===== src/rtl/sop_pkg.sv =====
package sop_pkg;
    typedef enum logic [1:0] {
        SOP_IDLE = 2'd0,
        SOP_LOAD = 2'd1,
        SOP_READ = 2'd2
    } sop_mode_e;
endpackage


===== src/rtl/sop_pos_ctr.sv =====
module sop_pos_ctr #(
    parameter int LEN = 20,
    localparam int PW = (LEN > 1) ? $clog2(LEN) : 1
) (
    input  logic          clk,
    input  logic          rst_n,
    input  logic          active,
    output logic [PW-1:0] pos
);
    typedef struct packed {
        logic [PW-1:0] pos;
    } ctr_t;

    ctr_t ctr_d, ctr_q;

    always_comb begin
        ctr_d = ctr_q;
        if (!active) begin
            ctr_d.pos = '0;
        end else if (ctr_q.pos == PW'(LEN - 1)) begin
            ctr_d.pos = '0;
        end else begin
            ctr_d.pos = ctr_q.pos + PW'(1);
        end
    end

    always_ff @(posedge clk or negedge rst_n) begin
        if (!rst_n) ctr_q <= '0;
        else        ctr_q <= ctr_d;
    end

    assign pos = ctr_q.pos;
endmodule


===== src/rtl/sop_store.sv =====
module sop_store #(
    parameter int                LEN = 20,
    parameter logic [LEN-1:0]    RST_VAL = '0,
    localparam int               PW = (LEN > 1) ? $clog2(LEN) : 1
) (
    input  logic           clk,
    input  logic           rst_n,
    input  logic           wr_en,
    input  logic [PW-1:0]  wr_pos,
    input  logic           wr_bit,
    input  logic [PW-1:0]  rd_pos,
    output logic           rd_bit,
    output logic [LEN-1:0] chain
);
    typedef struct packed {
        logic [LEN-1:0] bits;
    } store_t;

    store_t st_d, st_q;

    // position p lives at bit LEN-1-p, so position 0 is the chain MSB
    always_comb begin
        st_d = st_q;
        for (int i = 0; i < LEN; i++) begin
            if (wr_en && (wr_pos == PW'(i))) begin
                st_d.bits[LEN-1-i] = wr_bit;
            end
        end
    end

    always_comb begin
        rd_bit = 1'b0;
        for (int i = 0; i < LEN; i++) begin
            if (rd_pos == PW'(i)) begin
                rd_bit = st_q.bits[LEN-1-i];
            end
        end
    end

    always_ff @(posedge clk or negedge rst_n) begin
        if (!rst_n) st_q.bits <= RST_VAL;
        else        st_q <= st_d;
    end

    assign chain = st_q.bits;
endmodule


===== src/rtl/sop_readout.sv =====
module sop_readout (
    input  logic clk,
    input  logic rst_n,
    input  logic rd_en,
    input  logic bit_in,
    output logic sout
);
    typedef struct packed {
        logic so;
    } out_t;

    out_t out_d, out_q;

    always_comb begin
        out_d    = out_q;
        out_d.so = rd_en ? bit_in : 1'b0;
    end

    always_ff @(posedge clk or negedge rst_n) begin
        if (!rst_n) out_q <= '0;
        else        out_q <= out_d;
    end

    assign sout = out_q.so;
endmodule


===== src/rtl/sop_port.sv =====
module sop_port #(
    parameter int OFS_W     = 10,
    parameter int AE_RESET  = 7,
    parameter int AF_RESET  = 7
) (
    input  logic             sclk,
    input  logic             rst_n,
    input  logic             load_n,
    input  logic             sin,
    input  logic             read_n,
    output logic             sout,
    output logic [OFS_W-1:0] ae_offset,
    output logic [OFS_W-1:0] af_offset
);
    import sop_pkg::*;

    localparam int               TOTAL = 2 * OFS_W;
    localparam int               PW    = $clog2(TOTAL);
    localparam logic [TOTAL-1:0] CHAIN_RST = {OFS_W'(AE_RESET), OFS_W'(AF_RESET)};

    sop_mode_e        mode;
    logic [PW-1:0]    ld_pos, rd_pos;
    logic             rd_bit;
    logic [TOTAL-1:0] chain;

    // load wins when both enables are low
    always_comb begin
        if (!load_n)      mode = SOP_LOAD;
        else if (!read_n) mode = SOP_READ;
        else              mode = SOP_IDLE;
    end

    sop_pos_ctr #(.LEN(TOTAL)) u_ld_ctr (
        .clk    (sclk),
        .rst_n  (rst_n),
        .active (mode == SOP_LOAD),
        .pos    (ld_pos)
    );

    sop_pos_ctr #(.LEN(TOTAL)) u_rd_ctr (
        .clk    (sclk),
        .rst_n  (rst_n),
        .active (mode == SOP_READ),
        .pos    (rd_pos)
    );

    sop_store #(.LEN(TOTAL), .RST_VAL(CHAIN_RST)) u_store (
        .clk    (sclk),
        .rst_n  (rst_n),
        .wr_en  (mode == SOP_LOAD),
        .wr_pos (ld_pos),
        .wr_bit (sin),
        .rd_pos (rd_pos),
        .rd_bit (rd_bit),
        .chain  (chain)
    );

    sop_readout u_out (
        .clk    (sclk),
        .rst_n  (rst_n),
        .rd_en  (mode == SOP_READ),
        .bit_in (rd_bit),
        .sout   (sout)
    );

    assign ae_offset = chain[TOTAL-1 -: OFS_W];
    assign af_offset = chain[OFS_W-1:0];
endmodule


===== config.mk =====
export PLATFORM = sky130hd
export DESIGN_NAME = sop_port
export DESIGN_NICKNAME = d
export VERILOG_FILES = /design/src/rtl/sop_pkg.sv /design/src/rtl/sop_pos_ctr.sv /design/src/rtl/sop_store.sv /design/src/rtl/sop_readout.sv /design/src/rtl/sop_port.sv
export SDC_FILE = /design/constraint.sdc
export NUM_CORES = 1
export LEC_CHECK = 0
export BUFFER_PORTS_ARGS = -buffer_cell sky130_fd_sc_hd__buf_2
export CAP_MARGIN = 40
export CORE_MARGIN = 8
export CORE_UTILIZATION = 49
export CTS_CLUSTER_DIAMETER = 40
export DETAILED_ROUTE_END_ITERATION = 16
export PLACE_DENSITY_LB_ADDON = 0.1
export SLEW_MARGIN = 20
export SYNTH_ARGS = -nofsm -noshare
export SYNTH_HDL_FRONTEND = slang
export SYNTH_SLANG_ARGS = --single-unit

===== constraint.sdc =====
create_clock -name sclk -period 2.1 [get_ports sclk]
set_input_delay 0 -clock sclk [delete_from_list [all_inputs] [get_ports sclk]]
set_output_delay 0 -clock sclk [all_outputs]
set_load 0.05 [all_outputs]

==> results_dict.tcl, run 1 <==
set metrics [dict create \
    dp_slack_ns 0.191 \
    ant_nets 0 \
    synth_compound_area_share_pct 10.8 \
    syn2layout_area_growth_pct 13.2 \
    firstDrtPassIters 4 \
    grt-ovfl-total 0 \
    drive_above_1_share_pct 23.5 \
    grt_pass1_wl_um 7040 \
    initial_core_util_pct 50.6 \
    rows 22 \
    synth_top_family_by_area "simple AND/OR/NAND/NOR gates" \
    synth_xor_area_share_pct 1.91 \
    maxCapViolations 0 \
    synth_cells 179 \
    post_cts_buffers 0 \
    core_um2 3630 \
    synthAdderAreaFrac_pct 6.81 \
    cts_sinks 31 \
    cts_tree "yes" \
    die_w_um 77.2 \
    worstPathArrival_ns 2.13 \
    synth_simple_gate_area_share_pct 18.5 \
    worstMarginPinSlew_ns 0.688 \
    crit_type "flip-flop to flip-flop" \
    fmax_ghz 0.524 \
    synth-seq-cells 31 \
    grt_pass1_vias 1447 \
    htreeDepth 2 \
    grt_start_max_net_pins 32 \
    n_antenna_cell 0 \
    dp_hpwl_um 3080 \
    dr_total_vias 1402 \
    muxShareOfSynthArea_pct 12.3 \
    critical_path.startpoint_type "flip-flop" \
    synth.avg_cell_area_um2 10.3 \
    drtIter0Drc 120 \
    path_max_fanout 13 \
    maxSlewHeadroom_pct 54.1 \
    antenna_found_initial 0 \
    clkTransAtPathRegs_ns 0.06 \
    viasPerCell 5.56 \
    hold_path_class "primary input to flip-flop" \
    ios 26 \
    layout_common_cells "buf_2, dfrtp_1, mux2_1" \
    fin_ws_ns 0.193 \
    crit_path_end_kind "flip-flop" \
    ir_drop_uv 426 \
    drc 0 \
    synth.cell_area_um2 1840 \
    routedWlPerCell_um 16.5 \
    gp_congestion 0.835 \
    skew_ns 0.00343 \
    cts_buffers 5 \
    io_buffers 25 \
    min_period_over_period_pct 90.8 \
    cts_buffer_depth 2 \
    required_ns 2.33 \
    synthArstFlopShare_pct 100 \
    grt.total_usage_pct 14.5 \
    finalMaxSlewViolations 0 \
    final-setup-viol-count 0 \
    synth_flop_cell "dfrtp_1" \
    nets 218 \
    rsz0062_at_grt "no" \
    leakage_nw 0.986 \
    clk_latency_ns 0.28 \
    ys_seq_area_share_pct 42.6 \
    cts_root_buf "clkbuf_8" \
    dieHeight_um 77.2 \
    setup_tns_ns 0 \
    power_density_nw_per_um2 798 \
    outcome "finished, final reports clean" \
    synth.distinct_cells 38 \
    yosys_warnings 0 \
    syn_nets 194 \
    hold_viol 0 \
    synth_edf_count 0 \
    min_period_ns 1.91 \
    dieArea_um2 5960 \
    drt-total-wl_um 4160 \
]
-- cells by family (layout without fill, tap and decap cells) --
family / count (synthesis) / count (layout)
multiplexers: 20 / 20
adder cells (fa/ha/maj): 10 / 10
flip-flops: 31 / 31
AO/OA/AOI/OAI: 28 / 28
buffers and inverters: 25 / 50
XOR/XNOR: 4 / 4
AND/OR/NAND/NOR: 61 / 61
-- repair_timing --
| action | in CTS | in global routing |
|---|---|---|
| hold endpoints to repair | 25 | 0 |
| gates resized for setup | 0 | 1 |
| setup endpoints to repair | 0 | 1 |
| hold buffers | 1 | 0 |
-- state kept, by name, indices dropped and copies added, names as in the netlist --
signal and flops:
u_ld_ctr.pos 5, u_out.sout 1, u_rd_ctr.pos 5, u_store.chain 20
-- final timing paths --
check                                start                to  slack [ns]  cells after the start
min reg2reg                u_ld_ctr.pos[0]   u_ld_ctr.pos[0]        0.52                      1
max reg2reg                u_rd_ctr.pos[2]        u_out.sout        0.19                      5
min                                 load_n   u_ld_ctr.pos[1]        0.11                      3
max                        u_rd_ctr.pos[2]        u_out.sout        0.19                      5
max in group asynchronous            rst_n  u_store.chain[4]        1.36                      2
min in group asynchronous            rst_n        u_out.sout        0.30                      2
-- Yosys cell counts, types with 2 or more instances --
library cell	count	share of area (%)
ha_1	10	6.8
mux2_1	20	12
nand2_1	8	1.6
nand4_1	3	1.0
a21o_1	2	0.82
xor2_1	2	0.95
and3_1	2	0.68
nand2b_1	3	1.0
buf_2	5	1.4
dfrtp_1	25	34
nor2_1	13	2.7
inv_1	12	2.5
xnor2_1	2	0.95
a311oi_1	2	0.95
o21ai_0	5	1.4
clkbuf_1	3	0.61
nand3b_1	2	0.82
nor2b_1	7	2.4
a21oi_1	11	3.0
nand3_1	14	3.8
nor3b_1	3	1.2
dfstp_2	6	8.6
buf_6	4	2.5
-- stage by stage --
stage	utilization, %	area [um^2]	hold WS (ns)	total power, mW	std cells
2_1_floorplan	-	1840	-0.296	1.03	179
3_3_place_gp	54.0	1960	0.0711	1.15	243
3_5_place_dp	54.0	1960	0.0855	1.16	243
4_1_cts	57.1	2070	0.105	1.68	252
5_1_grt	57.2	2080	0.137	1.73	252
6_report	57.2	2080	0.107	1.66	252
-- worst max-delay path, stage by stage (launching register included) --
cell,delay [ns]
dfrtp_1,0.64
nor3b_1,0.46
nor4b_1,0.40
a311oi_2,0.07
o311ai_0,0.12
a21o_1,0.16
-- metal layers --
metal  up-vias  global-route usage, %  part of all wire, %
met5         -                      0                    0
met3         7                   4.20                  4.6
met1       694                   16.8                   45
met2        34                   24.5                   49
li1        667                      -                    -
met4         0                   5.85                  1.6
-- cell type report --
type,count,area [um^2]
fillers,355,1550
clock buffers,8,100
flip-flops and latches,31,783
repair buffers,29,158
inverters,13,48.8
multi-input cells,123,930
well taps,48,60.1
-- report_power, final --
group | internal [mW] | switching [mW]
Sequential | 0.663 | 0.0585
Clock | 0.299 | 0.217
Combinational | 0.109 | 0.312
Total | 1.07 | 0.588
Note: power is estimated with default switching activity, not from simulation.
==> inputs of run 2 (changes only) <==
Settings changed: CORE_MARGIN 8 to default, SETUP_SLACK_MARGIN from default to 0.1.
Clock period 2.1 ns to 1.6 ns, I/O delays scaled along.
==> run 2 against run 1 <==
- the flow now finishes with violations (negative setup slack)
- routed wire length up 5.2%
- worst setup slack worse by 0.33 ns
- sequential power increased by 32%
- largest power group unchanged
- non-clock buffer count increased by 15
- count of clock-buffer cells in the layout fell by 1
- hold slack improved by 0.048 ns
- register-to-register slack lost 0.33 ns
==> results_dict.tcl, run 2 (same netlist as run 1, synthesis figures left out) <==
set metrics [dict create \
    r2r_end "u_out.sout" \
    cts_buffer_depth 2 \
    drt-total-wl_um 4370 \
    maxCapViolations 0 \
    min_period_over_period_pct 109 \
    r2r_start "u_rd_ctr.pos[2]" \
    cts_sinks 31 \
    antenna_found_initial 0 \
    rows 21 \
    nFillCells 283 \
    routedWlPerCell_um 16.5 \
    grt_pass1_wl_um 7340 \
    largest_reg_flops 20 \
    dp_hpwl_um 3110 \
    failed_checks "negative setup slack" \
    viasPerCell 5.72 \
    die_w_um 63.2 \
    clk_latency_ns 0.29 \
    crit_start "u_rd_ctr.pos[2]" \
    ios 26 \
    min_from "load_n" \
    htreeDepth 2 \
    maxSlewHeadroom_pct 54.0 \
    crit_path_end_kind "flip-flop" \
    cts_tree "yes" \
    syn2layout_area_growth_pct 26.9 \
    reg2reg_depth 5 \
    outcome "finished with violations" \
    firstDrtPassIters 4 \
    ant_nets 0 \
    drtIter0Drc 99 \
    grt_start_max_net_pins 32 \
    core_um2 3470 \
    leakage_nw 1.06 \
    hold_path_class "primary input to flip-flop" \
    drive_above_1_share_pct 40.2 \
    rsz0062_at_grt "yes" \
    finalMaxSlewViolations 0 \
    initial_core_util_pct 53.0 \
    required_ns 1.83 \
    cts_root_buf "clkbuf_8" \
    worstPathArrival_ns 1.97 \
    ir_drop_uv 550 \
    crit_type "flip-flop to flip-flop" \
    io_buffers 25 \
    grt-ovfl-total 0 \
    placed_cell_area_um2 2100 \
    worstMarginPinSlew_ns 0.690 \
    worstSetupEndpoint "u_out.sout" \
    min_period_ns 1.74 \
    hold_depth 3 \
    layout_common_cells "buf_2, dfrtp_1, mux2_1" \
    grt_pass1_vias 1448 \
    power_density_nw_per_um2 935 \
    n_antenna_cell 0 \
    gp_congestion 0.883 \
    path_max_fanout 9 \
    final-setup-viol-count 1 \
    drc 0 \
    cts_buffers 5 \
    fin_area_um2 2330 \
    final_common_cell "buf_2" \
    skew_ns 0.0108 \
    nets 233 \
    grt.total_usage_pct 24.3 \
    setup_tns_ns -0.138 \
    critical_path.startpoint_type "flip-flop" \
    fin_ws_ns -0.138 \
    clkTransAtPathRegs_ns 0.07 \
    dr_total_vias 1516 \
    hold_viol 0 \
    fmax_ghz 0.575 \
    dieHeight_um 63.2 \
    reg2reg_slack_ns -0.14 \
    dieArea_um2 4000 \
]
run 2: cell type report:
class / instances / area [um^2] / area share (%)
multi-input combinational: 123 / 1070 / 45.9
sequential: 31 / 788 / 33.8
timing repair buffer: 44 / 274 / 11.8
clock buffer: 7 / 86.3 / 3.70
tap: 46 / 57.6 / 2.47
inverter: 13 / 48.8 / 2.09
clock inverter: 1 / 5.00 / 0.215
run 2: per-layer routing:
| metal | part of all wire [%] | GRT usage [%] | up-vias |
|---|---|---|---|
| met1 | 47 | 33.3 | 751 |
| met5 | 0 | 0 | - |
| met3 | 5.5 | 6.70 | 9 |
| met2 | 46 | 36.4 | 54 |
| li1 | - | - | 702 |
| met4 | 1.9 | 8.81 | 0 |
run 2: worst min-delay path by stage:
stage | endpoint | slack, ns
final | u_store.chain[4] | 0.16
after global routing | u_store.chain[4] | 0.16
after CTS | u_ld_ctr.pos[1] | 0.09
after detailed placement | u_rd_ctr.pos[4] | 0.09
after global placement | u_rd_ctr.pos[4] | 0.08
after floorplan | u_ld_ctr.pos[0] | -0.30
run 2: metrics by stage:
step / util (%) / std cells / hold slack (ns) / setup slack, ns / power [mW]
after global placement: 60.6 / 254 / 0.0766 / -0.173 / 1.52
after floorplan: - / 179 / -0.296 / -0.0842 / 1.36
after global routing: 67.2 / 265 / 0.163 / -0.197 / 2.29
after CTS: 65.7 / 265 / 0.0899 / -0.0813 / 2.20
after detailed placement: 60.6 / 254 / 0.0889 / -0.286 / 1.53
final: 67.2 / 265 / 0.155 / -0.138 / 2.18
run 2: worst max-delay path, cell delays in order (launching register included):
cell	delay, ns
dfrtp_1	0.53
nor3b_1	0.40
nor4b_1	0.38
a311oi_1	0.10
o311ai_1	0.10
a21o_1	0.16
run 2: report_power, final:
group | switching [mW] | leakage (nW) | internal [mW]
combinational | 0.419 | 0.626 | 0.172
clock | 0.289 | 0.0482 | 0.346
sequential | 0.0820 | 0.390 | 0.871
total | 0.790 | 1.06 | 1.39
run 2: what timing repair did:
| action | CTS | global route |
|---|---|---|
| endpoints found under the setup margin | 2 | 11 |
| endpoints found under the hold margin | 25 | 0 |
| gates resized for setup | 15 | 13 |
| buffers inserted | 2 | 0 |
| pin swaps | 4 | 1 |
| hold buffers | 1 | 0 |
